## config.mk

```make
export PLATFORM = sky130hd
export DESIGN_NAME = daisy_codec_port
export DESIGN_NICKNAME = d
export VERILOG_FILES = /design/src/rtl/dcsp_pkg.sv /design/src/rtl/dcsp_rx.sv /design/src/rtl/dcsp_tx.sv /design/src/rtl/dcsp_ctrl.sv /design/src/rtl/daisy_codec_port.sv
export SDC_FILE = /design/constraint.sdc
export NUM_CORES = 1
export LEC_CHECK = 0
export BUFFER_PORTS_ARGS = -buffer_cell sky130_fd_sc_hd__clkbuf_2
export CELL_PAD_IN_SITES_DETAIL_PLACEMENT = 1
export CELL_PAD_IN_SITES_GLOBAL_PLACEMENT = 1
export CORE_UTILIZATION = 42
export DETAILED_ROUTE_END_ITERATION = 6
export PLACE_DENSITY = 0.85
export SLEW_MARGIN = 25
export SYNTH_ARGS = -nofsm -noshare
export SYNTH_HDL_FRONTEND = slang
export SYNTH_SLANG_ARGS = --single-unit
```

## constraint.sdc

```tcl
create_clock -name clk_i -period 2.5 [get_ports clk_i]
set_input_delay 0 -clock clk_i [delete_from_list [all_inputs] [get_ports clk_i]]
set_output_delay 0 -clock clk_i [all_outputs]
set_load 0.02 [all_outputs]
```

## src/rtl/dcsp_pkg.sv

```systemverilog
package dcsp_pkg;
  localparam int unsigned WORD_W  = 16;
  localparam int unsigned ADDR_W  = 3;
  localparam int unsigned SEL_W   = 3;
  localparam int unsigned DATA_W  = 8;
  localparam int unsigned LEN_W   = 3;
  localparam int unsigned NREG    = 1 << SEL_W;
  localparam int unsigned CNT_W   = $clog2(WORD_W + 1);
  localparam int unsigned FLAG_B  = WORD_W - 1;
  localparam int unsigned SEL_LSB = DATA_W;
  localparam int unsigned ADR_LSB = DATA_W + SEL_W;
  localparam int unsigned MODE_B  = DATA_W - 1;
  typedef logic [WORD_W-1:0] word_t;
endpackage

```

## src/rtl/dcsp_rx.sv

```systemverilog
module dcsp_rx
  import dcsp_pkg::*;
(
  input  logic  clk_i,
  input  logic  rst_ni,
  input  logic  fs_i,
  input  logic  sd_i,
  output logic  done_o,
  output word_t word_o
);
  logic [CNT_W-1:0]  left_q;
  logic [WORD_W-2:0] sr_q;

  assign word_o = {sr_q, sd_i};
  assign done_o = (left_q == CNT_W'(1));

  always_ff @(posedge clk_i or negedge rst_ni) begin
    if (!rst_ni) begin
      left_q <= '0;
      sr_q   <= '0;
    end else if (left_q != '0) begin
      sr_q   <= word_o[WORD_W-2:0];
      left_q <= left_q - CNT_W'(1);
    end else if (fs_i) begin
      left_q <= CNT_W'(WORD_W);
    end
  end
endmodule

```

## src/rtl/dcsp_tx.sv

```systemverilog
module dcsp_tx
  import dcsp_pkg::*;
(
  input  logic  clk_i,
  input  logic  rst_ni,
  input  logic  samp_i,
  input  word_t samp_word_i,
  input  logic  fwd_i,
  input  word_t fwd_word_i,
  output logic  fs_o,
  output logic  sd_o
);
  logic [CNT_W-1:0] left_q;
  word_t sr_q, s_w_q, f_w_q;
  logic  s_v_q, f_v_q, fs_q, sd_q;
  logic  eff_s_v, eff_f_v, idle, go_s, go_f;
  word_t eff_s_w, eff_f_w;

  // pending slots merged with same-cycle requests
  assign eff_s_v = s_v_q | samp_i;
  assign eff_s_w = samp_i ? samp_word_i : s_w_q;
  assign eff_f_v = f_v_q | fwd_i;
  assign eff_f_w = fwd_i ? fwd_word_i : f_w_q;
  assign idle    = (left_q == '0) && !fs_q;
  assign go_s    = idle && eff_s_v;
  assign go_f    = idle && !eff_s_v && eff_f_v;

  always_ff @(posedge clk_i or negedge rst_ni) begin
    if (!rst_ni) begin
      s_v_q  <= 1'b0;
      f_v_q  <= 1'b0;
      s_w_q  <= '0;
      f_w_q  <= '0;
      sr_q   <= '0;
      left_q <= '0;
      fs_q   <= 1'b0;
      sd_q   <= 1'b0;
    end else begin
      s_v_q <= eff_s_v && !go_s;
      f_v_q <= eff_f_v && !go_f;
      s_w_q <= eff_s_w;
      f_w_q <= eff_f_w;
      if (go_s || go_f) begin
        fs_q   <= 1'b1;
        sr_q   <= go_s ? eff_s_w : eff_f_w;
        left_q <= CNT_W'(WORD_W);
      end else begin
        fs_q <= 1'b0;
        if (left_q != '0) begin
          sd_q   <= sr_q[WORD_W-1];
          sr_q   <= {sr_q[WORD_W-2:0], 1'b0};
          left_q <= left_q - CNT_W'(1);
        end else begin
          sd_q <= 1'b0;
        end
      end
    end
  end

  assign fs_o = fs_q;
  assign sd_o = sd_q;
endmodule

```

## src/rtl/dcsp_ctrl.sv

```systemverilog
module dcsp_ctrl
  import dcsp_pkg::*;
(
  input  logic                   clk_i,
  input  logic                   rst_ni,
  input  logic                   done_i,
  input  word_t                  word_i,
  output logic                   fwd_o,
  output word_t                  fwd_word_o,
  output logic                   data_mode_o,
  output word_t                  dac_o,
  output logic                   dac_upd_o,
  output logic [NREG*DATA_W-1:0] regs_o
);
  logic [DATA_W-1:0] regs_q [NREG];
  logic [LEN_W:0]    cnt_q, cnt_n, len;
  logic [ADDR_W-1:0] addr;
  logic [SEL_W-1:0]  sel;
  logic              mode, wr, lat, upd_q;
  word_t             dac_q;

  assign mode = regs_q[0][MODE_B];
  assign len  = {1'b0, regs_q[0][LEN_W-1:0]} + (LEN_W+1)'(1);
  assign addr = word_i[ADR_LSB +: ADDR_W];
  assign sel  = word_i[SEL_LSB +: SEL_W];

  always_comb begin
    fwd_o      = 1'b0;
    fwd_word_o = word_i;
    wr         = 1'b0;
    lat        = 1'b0;
    cnt_n      = cnt_q + (LEN_W+1)'(1);
    if (done_i) begin
      if (!mode) begin
        if (word_i[FLAG_B] && addr == '0) begin
          wr = 1'b1;
        end else begin
          fwd_o = 1'b1;
          if (word_i[FLAG_B]) fwd_word_o[ADR_LSB +: ADDR_W] = addr - ADDR_W'(1);
        end
      end else if (cnt_n == len) begin
        lat = 1'b1;
      end else begin
        fwd_o = 1'b1;
      end
    end
  end

  always_ff @(posedge clk_i or negedge rst_ni) begin
    if (!rst_ni) begin
      for (int i = 0; i < int'(NREG); i++) regs_q[i] <= '0;
      cnt_q <= '0;
      dac_q <= '0;
      upd_q <= 1'b0;
    end else begin
      upd_q <= lat;
      if (wr) regs_q[sel] <= word_i[DATA_W-1:0];
      if (lat) dac_q <= word_i;
      if (done_i && mode) cnt_q <= lat ? '0 : cnt_n;
    end
  end

  for (genvar g = 0; g < int'(NREG); g++) begin : g_regs
    assign regs_o[g*DATA_W +: DATA_W] = regs_q[g];
  end

  assign data_mode_o = mode;
  assign dac_o       = dac_q;
  assign dac_upd_o   = upd_q;
endmodule

```

## src/rtl/daisy_codec_port.sv

```systemverilog
module daisy_codec_port
  import dcsp_pkg::*;
(
  input  logic                   clk_i,
  input  logic                   rst_ni,
  input  logic                   sdi_i,
  input  logic                   sdifs_i,
  input  logic                   sample_i,
  input  logic [WORD_W-1:0]      adc_word_i,
  output logic                   sdo_o,
  output logic                   sdofs_o,
  output logic [WORD_W-1:0]      dac_word_o,
  output logic                   dac_upd_o,
  output logic                   data_mode_o,
  output logic [NREG*DATA_W-1:0] ctrl_regs_o
);
  logic  rx_done, fwd;
  word_t rx_word, fwd_word;

  dcsp_rx u_rx (
    .clk_i  (clk_i),
    .rst_ni (rst_ni),
    .fs_i   (sdifs_i),
    .sd_i   (sdi_i),
    .done_o (rx_done),
    .word_o (rx_word)
  );

  dcsp_ctrl u_ctrl (
    .clk_i       (clk_i),
    .rst_ni      (rst_ni),
    .done_i      (rx_done),
    .word_i      (rx_word),
    .fwd_o       (fwd),
    .fwd_word_o  (fwd_word),
    .data_mode_o (data_mode_o),
    .dac_o       (dac_word_o),
    .dac_upd_o   (dac_upd_o),
    .regs_o      (ctrl_regs_o)
  );

  dcsp_tx u_tx (
    .clk_i       (clk_i),
    .rst_ni      (rst_ni),
    .samp_i      (sample_i),
    .samp_word_i (adc_word_i),
    .fwd_i       (fwd),
    .fwd_word_i  (fwd_word),
    .fs_o        (sdofs_o),
    .sd_o        (sdo_o)
  );
endmodule

```

# [Yosys cells after proc, flatten, opt, wreduce, memory -nomap -nowiden]
# Index checks and enable logic that the tools add are counted.
[classes] n_lt_le_gt_ge=2 n_eq_ne=2 mux=29 n_bitwise=3 n_reduce_logical=20 add_sub_neg=5
[ops] cell="16-bit two-way mux" n=5
[ops] cell="64-bit bitwise mux" n=1
[ops] cell="8-bit demux with 3-bit select" n=1
[ops] cell="5-bit two-way mux" n=4
[ops] cell="1-bit two-way mux" n=12
[ops] cell="3-bit two-way mux" n=4
[ops] cell="5-bit nonzero test" n=2
[ops] cell="5-bit by 1-bit subtractor with 5-bit output, second input constant" n=2
[ops] cell="1-bit logical AND" n=9
[ops] cell="8-bit two-way mux" n=1
[ops] cell="5-bit by 1-bit equality test with 1-bit output, second input constant" n=1
[ops] cell="5-bit logical NOT" n=1
[ops] cell="3-bit by 1-bit adder with 4-bit output, second input constant" n=1
[ops] cell="4-bit by 1-bit adder with 4-bit output, second input constant" n=1
[ops] cell="4-bit equality test" n=1
[ops] cell="4-bit greater-or-equal comparator, second input constant" n=1
[ops] cell="1-bit logical NOT" n=4
[ops] cell="4-bit by 1-bit < comparator with 1-bit output, second input constant" n=1
[ops] cell="4-bit two-way mux" n=1
[ops] cell="3-bit NOT with 4-bit output" n=1
[ops] cell="2-bit nonzero test" n=2
[ops] cell="3-bit logical NOT" n=1
[ops] cell="3-bit by 1-bit subtractor with 3-bit output, second input constant" n=1
[ops] cell="1-bit bitwise OR" n=2
[ops] cell="1-bit logical OR" n=1
[totals] regBits=162 input_bits=21

# [Logic depth before layout (Yosys ltp)]
# Gate-level depths: netlist of run 1.
[logic_depth] depth_word=9 mapped_depth=10 mapped_depth_nobuf=7

# [Hierarchy]
# From an unflattened synthesis of run 1, not the netlist that was laid out.
[hier_totals] hier_cells=484 hier_area_um2=6915.4
[modules_own_cells] mod="dcsp_ctrl" area_per_inst_um2=3567.2 n_inst=1 cells_each=239
[modules_own_cells] mod="dcsp_tx" area_per_inst_um2=2469.9 n_inst=1 cells_each=189
[modules_own_cells] mod="dcsp_rx" area_per_inst_um2=878.3 n_inst=1 cells_each=56

# [Least setup slack after synthesis of run 1]
# Ideal clock, no wire load.
[synth_path] path_type="register to register" from="register u_rx.left_q[1]" to="register u_ctrl.regs_q (netlist bit u_ctrl.regs_o[16])" t_arrival_ns=2.536 required_ns=2.375 slack_ns=-0.161 path_stages_with_launch=9 path_cell_list="dfrtp_1 > inv_1 > ha_1 > or4b_1 > buf_2 > or4_1 > buf_2 > nor3b_4 > mux2_2"
[synth_via] elab_chain_len=2
[synth_lines] item="from (decl)" line="dcsp_rx.sv:11" source="logic [CNT_W-1:0] left_q;"
[synth_lines] item="from (signal assigned)" line="dcsp_rx.sv:23" source="left_q <= left_q - CNT_W'(1);"
[synth_lines] item="from (signal assigned)" line="dcsp_rx.sv:25" source="left_q <= CNT_W'(WORD_W);"
[synth_lines] item="5-bit by 1-bit equality test with 1-bit output" line="dcsp_rx.sv:15" source="assign done_o = (left_q == CNT_W'(1));"
[synth_lines] item="1-bit two-way mux" line="dcsp_ctrl.sv:33" source="if (done_i) begin"
[synth_lines] item="to (signal, indexed assignment)" line="dcsp_ctrl.sv:57" source="if (wr) regs_q[sel] <= word_i[DATA_W-1:0];"
[synth_lines] item="to (decl)" line="dcsp_ctrl.sv:15" source="logic [DATA_W-1:0] regs_q [NREG];"
# Every way passes these cells.
# A chain may end at the register's enable or synchronous reset.

# [Final worst setup path of run 1]
[layout_path] from="register u_rx.left_q[1]" to="register u_tx.sr_q[0]"
[layout_via] elab_chain_len=6 word_cells_on_any_way=9 cone_classes="eq/ne (1); mux (4); bitwise (1); reduce/logical (3)"
[layout_lines] item="5-bit by 1-bit equality test with 1-bit output (*)" line="dcsp_rx.sv:15"
[layout_lines] item="1-bit two-way mux (*)" line="dcsp_ctrl.sv:33"
[layout_lines] item="1-bit bitwise OR" line="dcsp_tx.sv:22" source="assign eff_f_v = f_v_q | fwd_i;"
[layout_lines] item="1-bit logical AND" line="dcsp_tx.sv:26" source="assign go_f = idle && !eff_s_v && eff_f_v;"
[layout_lines] item="1-bit logical OR" line="dcsp_tx.sv:43" source="if (go_s || go_f) begin"
[layout_lines] item="16-bit two-way mux or 2-bit nonzero test (tied branches)"
[layout_lines] item="to (signal assigned)" line="dcsp_tx.sv:45" source="sr_q <= go_s ? eff_s_w : eff_f_w;"
[layout_lines] item="to (signal assigned)" line="dcsp_tx.sv:51" source="sr_q <= {sr_q[WORD_W-2:0], 1'b0};"
[layout_lines] item="to (decl)" line="dcsp_tx.sv:14" source="word_t sr_q, s_w_q, f_w_q;"
# Mark *: on every way between the ends. The rest lies on a longest branch, timed or not.

==> results of run 1 <==
==> worst register-to-register path: stages, from the launching register on <==
cell and delay, ns:
dfrtp_1 0.39, inv_2 0.09, ha_4 0.13, or4b_4 0.45
buf_4 0.17, a21oi_1 0.12, buf_4 0.17, o31ai_4 0.09
buf_12 0.19, a311oi_2 0.37, o22ai_1 0.11
==> area by class of cell <==
class | instances | area share
sequential | 162 | 0.451
multi-input combinational | 358 | 0.336
timing repair buffer | 161 | 0.115
clock buffer | 20 | 0.0508
tap | 220 | 0.0306
clock inverter | 12 | 0.0128
inverter | 9 | 0.00376
==> state kept, by name, indices dropped and copies added, names as in the netlist, 4 cells and up <==
signal	flops
u_ctrl.cnt_q	4
u_tx.left_q	5
u_ctrl.dac_o	16
u_tx.f_w_q	16
u_rx.left_q	5
u_ctrl.regs_o	63
u_rx.sr_q	15
u_tx.s_w_q	16
u_tx.sr_q	16
==> metal layers <==
metal  vias to the layer above  routed length, um  track usage
met5                         -                  0            0
met3                        31                842       0.0592
met2                       133              10700        0.434
met1                      2676               8540        0.302
li1                       2303                  -            -
met4                         0                352       0.0963
==> cell families (layout without fill, tap and decap cells) <==
group                      Yosys count  after routing  share of synthesized area
AOI/OAI and AO/OA                   90             90                     0.0792
and+or+nand+nor                    122            122                     0.0958
adders and majority gates            9              9                     0.0158
muxes                              123            123                      0.193
buffers and inverters               43            202                     0.0248
xor gates and xnor gates            14             14                     0.0211
DFF                                162            162                      0.571
==> what timing repair did <==
item,CTS,global route
gates resized for setup,16,6
pin swaps,0,1
setup endpoints to repair,32,51
setup buffers,0,2
hold buffers,18,0
hold endpoints to repair,85,0
==> cell usage after synthesis (all sizes together) (2+ instances only) <==
library cell  instances  area, um2
a211oi               12       90.1
a21o                  6       45.0
a21oi                18       90.1
a311oi                2       17.5
a31oi                 7       43.8
and3                  3       18.8
and4                  2       17.5
buf                   6       37.5
clkbuf               28        105
dfrtp               162       4050
ha                    9        113
inv                   9       33.8
mux2                110       1240
mux2i                13        130
nand2                42        158
nand2b               15       93.8
nand3                 6       30.0
nand3b                4       30.0
nand4                 6       37.5
nor2                 17       66.3
nor2b                 2       12.5
nor3                  8       61.3
nor3b                 3       45.1
nor4                  2       12.5
nor4b                 3       32.5
o211ai                2       15.0
o21ai                21        105
o22ai                14       87.6
or2                   2       12.5
or3                   3       18.8
or4b                  2       20.0
xnor2                 7       61.3
xnor3                 2       45.0
xor2                  5       43.8
==> power by group <==
group	total, mW	switching (mW)	internal, mW
clock network	2.57	1.12	1.45
registers	3.63	0.593	3.04
logic	1.66	0.893	0.771
total	7.86	2.61	5.26
==> path summary, 6_finish.rpt <==
path | to | start | cells past startpoint | slack [ns]
max | u_tx.sr_q[0]$_DFFE_PN0P_ | u_rx.left_q[1]$_DFFE_PN0P_ | 10 | 0.10
min | u_ctrl.regs_o[16]$_DFFE_PN0P_ | sdi_i | 2 | 0.14
max reg2reg | u_tx.sr_q[0]$_DFFE_PN0P_ | u_rx.left_q[1]$_DFFE_PN0P_ | 10 | 0.10
min reg2reg | u_tx.f_w_q[1]$_DFF_PN0_ | u_tx.f_w_q[1]$_DFF_PN0_ | 2 | 0.50
max in group asynchronous | u_ctrl.regs_o[17]$_DFFE_PN0P_ | rst_ni | 3 | 1.50
min in group asynchronous | u_tx.left_q[2]$_DFFE_PN0P_ | rst_ni | 2 | 0.17
==> flow_summary.toml, run 1 <==
[outcome]
status = "complete, no violations"

[floorplan]
dieArea_um2 = 17400
num_rows = 47
die_y_um = 132
initial_core_util = 0.430
fp.dieW_um = 132
ioPinCount = 105
core_area_um2 = 16500

[yosys]
syn_nets = 593
synthArstFlopShare = 1.00
synth_warnings = 0
synth_area_um2 = 7110
syn_area_per_cell_um2 = 12.6
synth_ff_type = "dfrtp_1"
ys_seq_elements = 162
synth.distinct_cells = 55
yosysSeqAreaShare = 0.571
syn_inst = 563
synth-edff-count = 0

[global_routing]
track_usage = 0.250
grt.overflow.total = 0
grt_max_degree = 72
grt_pass1_vias = 5832
antenna_found_initial = 0
grt_pass1_wl_um = 33500

[timing]
setup_violations = 0
holdWs_ns = 0.142
slew_headroom = 0.565
skew_ns = 0.0155
fmax_mhz = 417
rsz0062_at_grt = "false"
worst_pin_slew_ns = 0.652
slew_violations = 0
finalWorstSetupSlack_ns = 0.103
hold_viol = 0
tns_ns = 0
period_needed_ns = 2.40
post-route-period-util = 0.959

[critical_path]
critPathMostFrequentCell = "buf_4"
crit_buf_inv = 4
start_kind = "register"
crit_family = "compound AO/OA/AOI/OAI gates"
crit_path_end_kind = "register"
max_stage_delay_ns = 0.45
crit_fanout = 31
criticalPathCategory = "register to register"
required_ns = 2.80
crit_chain = "inv_2 -> ha_4 -> or4b_4 -> buf_4 -> a21oi_1 -> buf_4 -> o31ai_4 -> buf_12 -> a311oi_2 -> o22ai_1"
crit_slowest_cell = "or4b_4"
arrival_ns = 2.69

[placement]
gp_congestion = 0.825
portBuffers = 104
dp_slack_ns = -0.0861
hpwl_um = 13000
dp.cells = 891
placed_cell_area_um2 = 8140

[route]
dr.pass1.iters = 4
drt_iter0_markers = 211
wl_per_cell_um = 21.7
drt.antenna.violating_nets = 0
vias = 5143
drt-total-wl_um = 20400
routed_via_density = 5.46
drc = 0

[power_and_ir_drop]
p_per_area_nw_per_um2 = 875
ir_drop_mv = 0.547
totalPowerFinal_mw = 7.86
leakage_nw = 4.48

[clock_network]
cts_inserted_buffers = 17
clockRootBuffer = "clkbuf_16"
clkLatencyLatePin_ns = 0.43
htree_levels = 4
cts_tree = "built"
cts.sink_count = 162
path_clk_slew_ns = 0.07
clock_path_buffers = 2

[cells_and_area]
syn2layout_area_growth_pct = 26.4
final_cells = 942
fin_area_um2 = 8980
antennaDiodeCount = 0
final_layout_size_suffix_gt1_frac = 0.424
multi_input_area_um2 = 3020
register_area_um2 = 4050
final_cell_mix = "dfrtp_1, clkbuf_2, mux2_2"
fillers = 1727
layout_commonest_cell = "dfrtp_1"
final_util = 0.544
final_net_count = 739

[run]
max_cap_viol_count = 0

[worst_hold_path]
hold_class = "primary input to register"
Note: power is estimated with default switching activity, not from simulation.
==> run 2, diff against run 1 <==
==> constraint.sdc (replaced) <==
create_clock -name clk_i -period 2.5 [get_ports clk_i]
set_input_delay 0.125 -clock clk_i [delete_from_list [all_inputs] [get_ports clk_i]]
set_output_delay 0.125 -clock clk_i [all_outputs]
set_load 0.02 [all_outputs]
==> flow_summary.toml, run 2 (synthesis gave the netlist of run 1 again) <==
[outcome]
status = "finished with violations"
violations = "setup timing"

[cells_and_area]
antennaDiodeCount = 0
layout_commonest_cell = "dfrtp_1"
fin_area_um2 = 9000
syn2layout_area_growth_pct = 26.6
final_cell_mix = "dfrtp_1, clkbuf_2, mux2_2"
final_util = 0.544
final_net_count = 739
largest_reg_flops = 63
final_layout_size_suffix_gt1_frac = 0.421

[timing]
tns_ns = -0.300
post-route-period-util = 1.02
finalWorstSetupSlack_ns = -0.0503
worst_pin_slew_ns = 0.705
setup_violations = 8
period_needed_ns = 2.55
skew_ns = 0.0144
fmax_mhz = 392
slew_headroom = 0.530
slew_violations = 0
hold_viol = 0
rsz0062_at_grt = "true"

[critical_path]
crit_fanout = 8
required_ns = 2.81
arrival_ns = 2.86
start_kind = "register"
criticalPathCategory = "register to register"
crit_path_end_kind = "register"
crit_chain = "inv_2 -> ha_4 -> or4b_4 -> or4_4 -> nor3b_4 -> buf_6 -> mux2_4"
crit_family = "simple AND/OR/NAND/NOR gates"
crit_buf_inv = 2
crit_slowest_cell = "or4_4"
max_stage_delay_ns = 0.58

[route]
wl_per_cell_um = 21.6
drc = 0
vias = 5129
dr.pass1.iters = 4
drt-total-wl_um = 20300
drt.antenna.violating_nets = 0
drt_iter0_markers = 235
routed_via_density = 5.46

[power_and_ir_drop]
leakage_nw = 4.48
p_per_area_nw_per_um2 = 876
ir_drop_mv = 0.529

[global_routing]
grt_pass1_wl_um = 33200
antenna_found_initial = 0
track_usage = 0.246
grt_pass1_vias = 5830
grt_max_degree = 80
grt.overflow.total = 0

[worst_hold_path]
hold_class = "primary input to register"

[clock_network]
clock_path_buffers = 2
cts_inserted_buffers = 17
path_clk_slew_ns = 0.06
clkLatencyLatePin_ns = 0.43
clockRootBuffer = "clkbuf_16"
cts_tree = "built"
cts.sink_count = 162
htree_levels = 4

[floorplan]
fp.dieW_um = 132
dieArea_um2 = 17400
num_rows = 47
core_area_um2 = 16500
ioPinCount = 105
initial_core_util = 0.430
die_y_um = 132

[placement]
gp_congestion = 0.823
hpwl_um = 13000
portBuffers = 104
placed_cell_area_um2 = 8140

[run]
max_cap_viol_count = 0
-- run 2: cell types whose count changed in the layout (fill, tap and decap cells not counted), moves of 2 or more --
cell | before | now
mux2_4 | 17 | 21
clkinv_4 | 0 | 3
inv_6 | 8 | 3
buf_6 | 3 | 5
mux2_2 | 93 | 89
-- run 2: worst reg2reg max path, cell delays in order (launching register included) --
cell and delay (ns):
dfrtp_1 0.39, inv_2 0.09, ha_4 0.12, or4b_4 0.46, or4_4 0.58, nor3b_4 0.26, buf_6 0.20, mux2_4 0.32
-- run 2: area by class of cell --
class | instances | area (um2)
clock inverters | 11 | 130
clock buffers | 19 | 443
fillers | 1681 | 7530
inverters | 9 | 33.8
repair buffers | 161 | 1040
flip-flops and latches | 162 | 4050
multi-input cells | 358 | 3020
well taps | 220 | 275
-- run 2: per-layer routing --
metal  track usage  routed length, um  vias up  part of all wire
met3        0.0454                809       34             0.040
met1         0.311               8650     2657              0.43
met4         0.103                448        0             0.022
li1              -                  -     2303                 -
met2         0.414              10400      135              0.51
met5             0                  0        -                 0
-- run 2: per-stage QoR --
step	power [mW]	worst slack [ns]	hold slack [ns]	std cells
6_report	7.88	-0.0503	0.122	940
5_1_grt	8.23	-0.106	0.132	940
3_5_place_dp	5.16	-0.110	0.215	891
2_1_floorplan	4.45	-0.130	-0.171	563
4_1_cts	7.85	-0.0597	0.0419	939
3_3_place_gp	5.00	-0.0327	0.200	891
-- run 2: path summary, 6_finish.rpt --
check                                            from  slack, ns                            end  cells after the start
setup / recovery           u_rx.left_q[1]$_DFFE_PN0P_      -0.05  u_ctrl.regs_o[35]$_DFFE_PN0P_                      7
hold / removal                                sdifs_i       0.12     u_rx.left_q[1]$_DFFE_PN0P_                      3
setup reg to reg           u_rx.left_q[1]$_DFFE_PN0P_      -0.05  u_ctrl.regs_o[35]$_DFFE_PN0P_                      7
hold reg to reg               u_tx.f_w_q[1]$_DFF_PN0_       0.47        u_tx.f_w_q[1]$_DFF_PN0_                      2
max in group asynchronous                      rst_ni       1.35    u_ctrl.dac_o[4]$_DFFE_PN0P_                      3
min in group asynchronous                      rst_ni       0.31      u_rx.sr_q[12]$_DFFE_PN0P_                      2
-- run 2: report_power, final --
part	switching [mW]	internal, mW	total (mW)
logic	0.878	0.780	1.66
registers	0.603	3.04	3.64
clock network	1.08	1.50	2.58
total	2.56	5.32	7.88
-- run 2: timing repair --
item	CTS	global route
pin swaps	2	1
endpoints found under the setup margin	30	57
hold endpoints to repair	91	0
hold buffers	17	0
resized for setup	19	7
gates cloned	0	0
buffers inserted	1	2
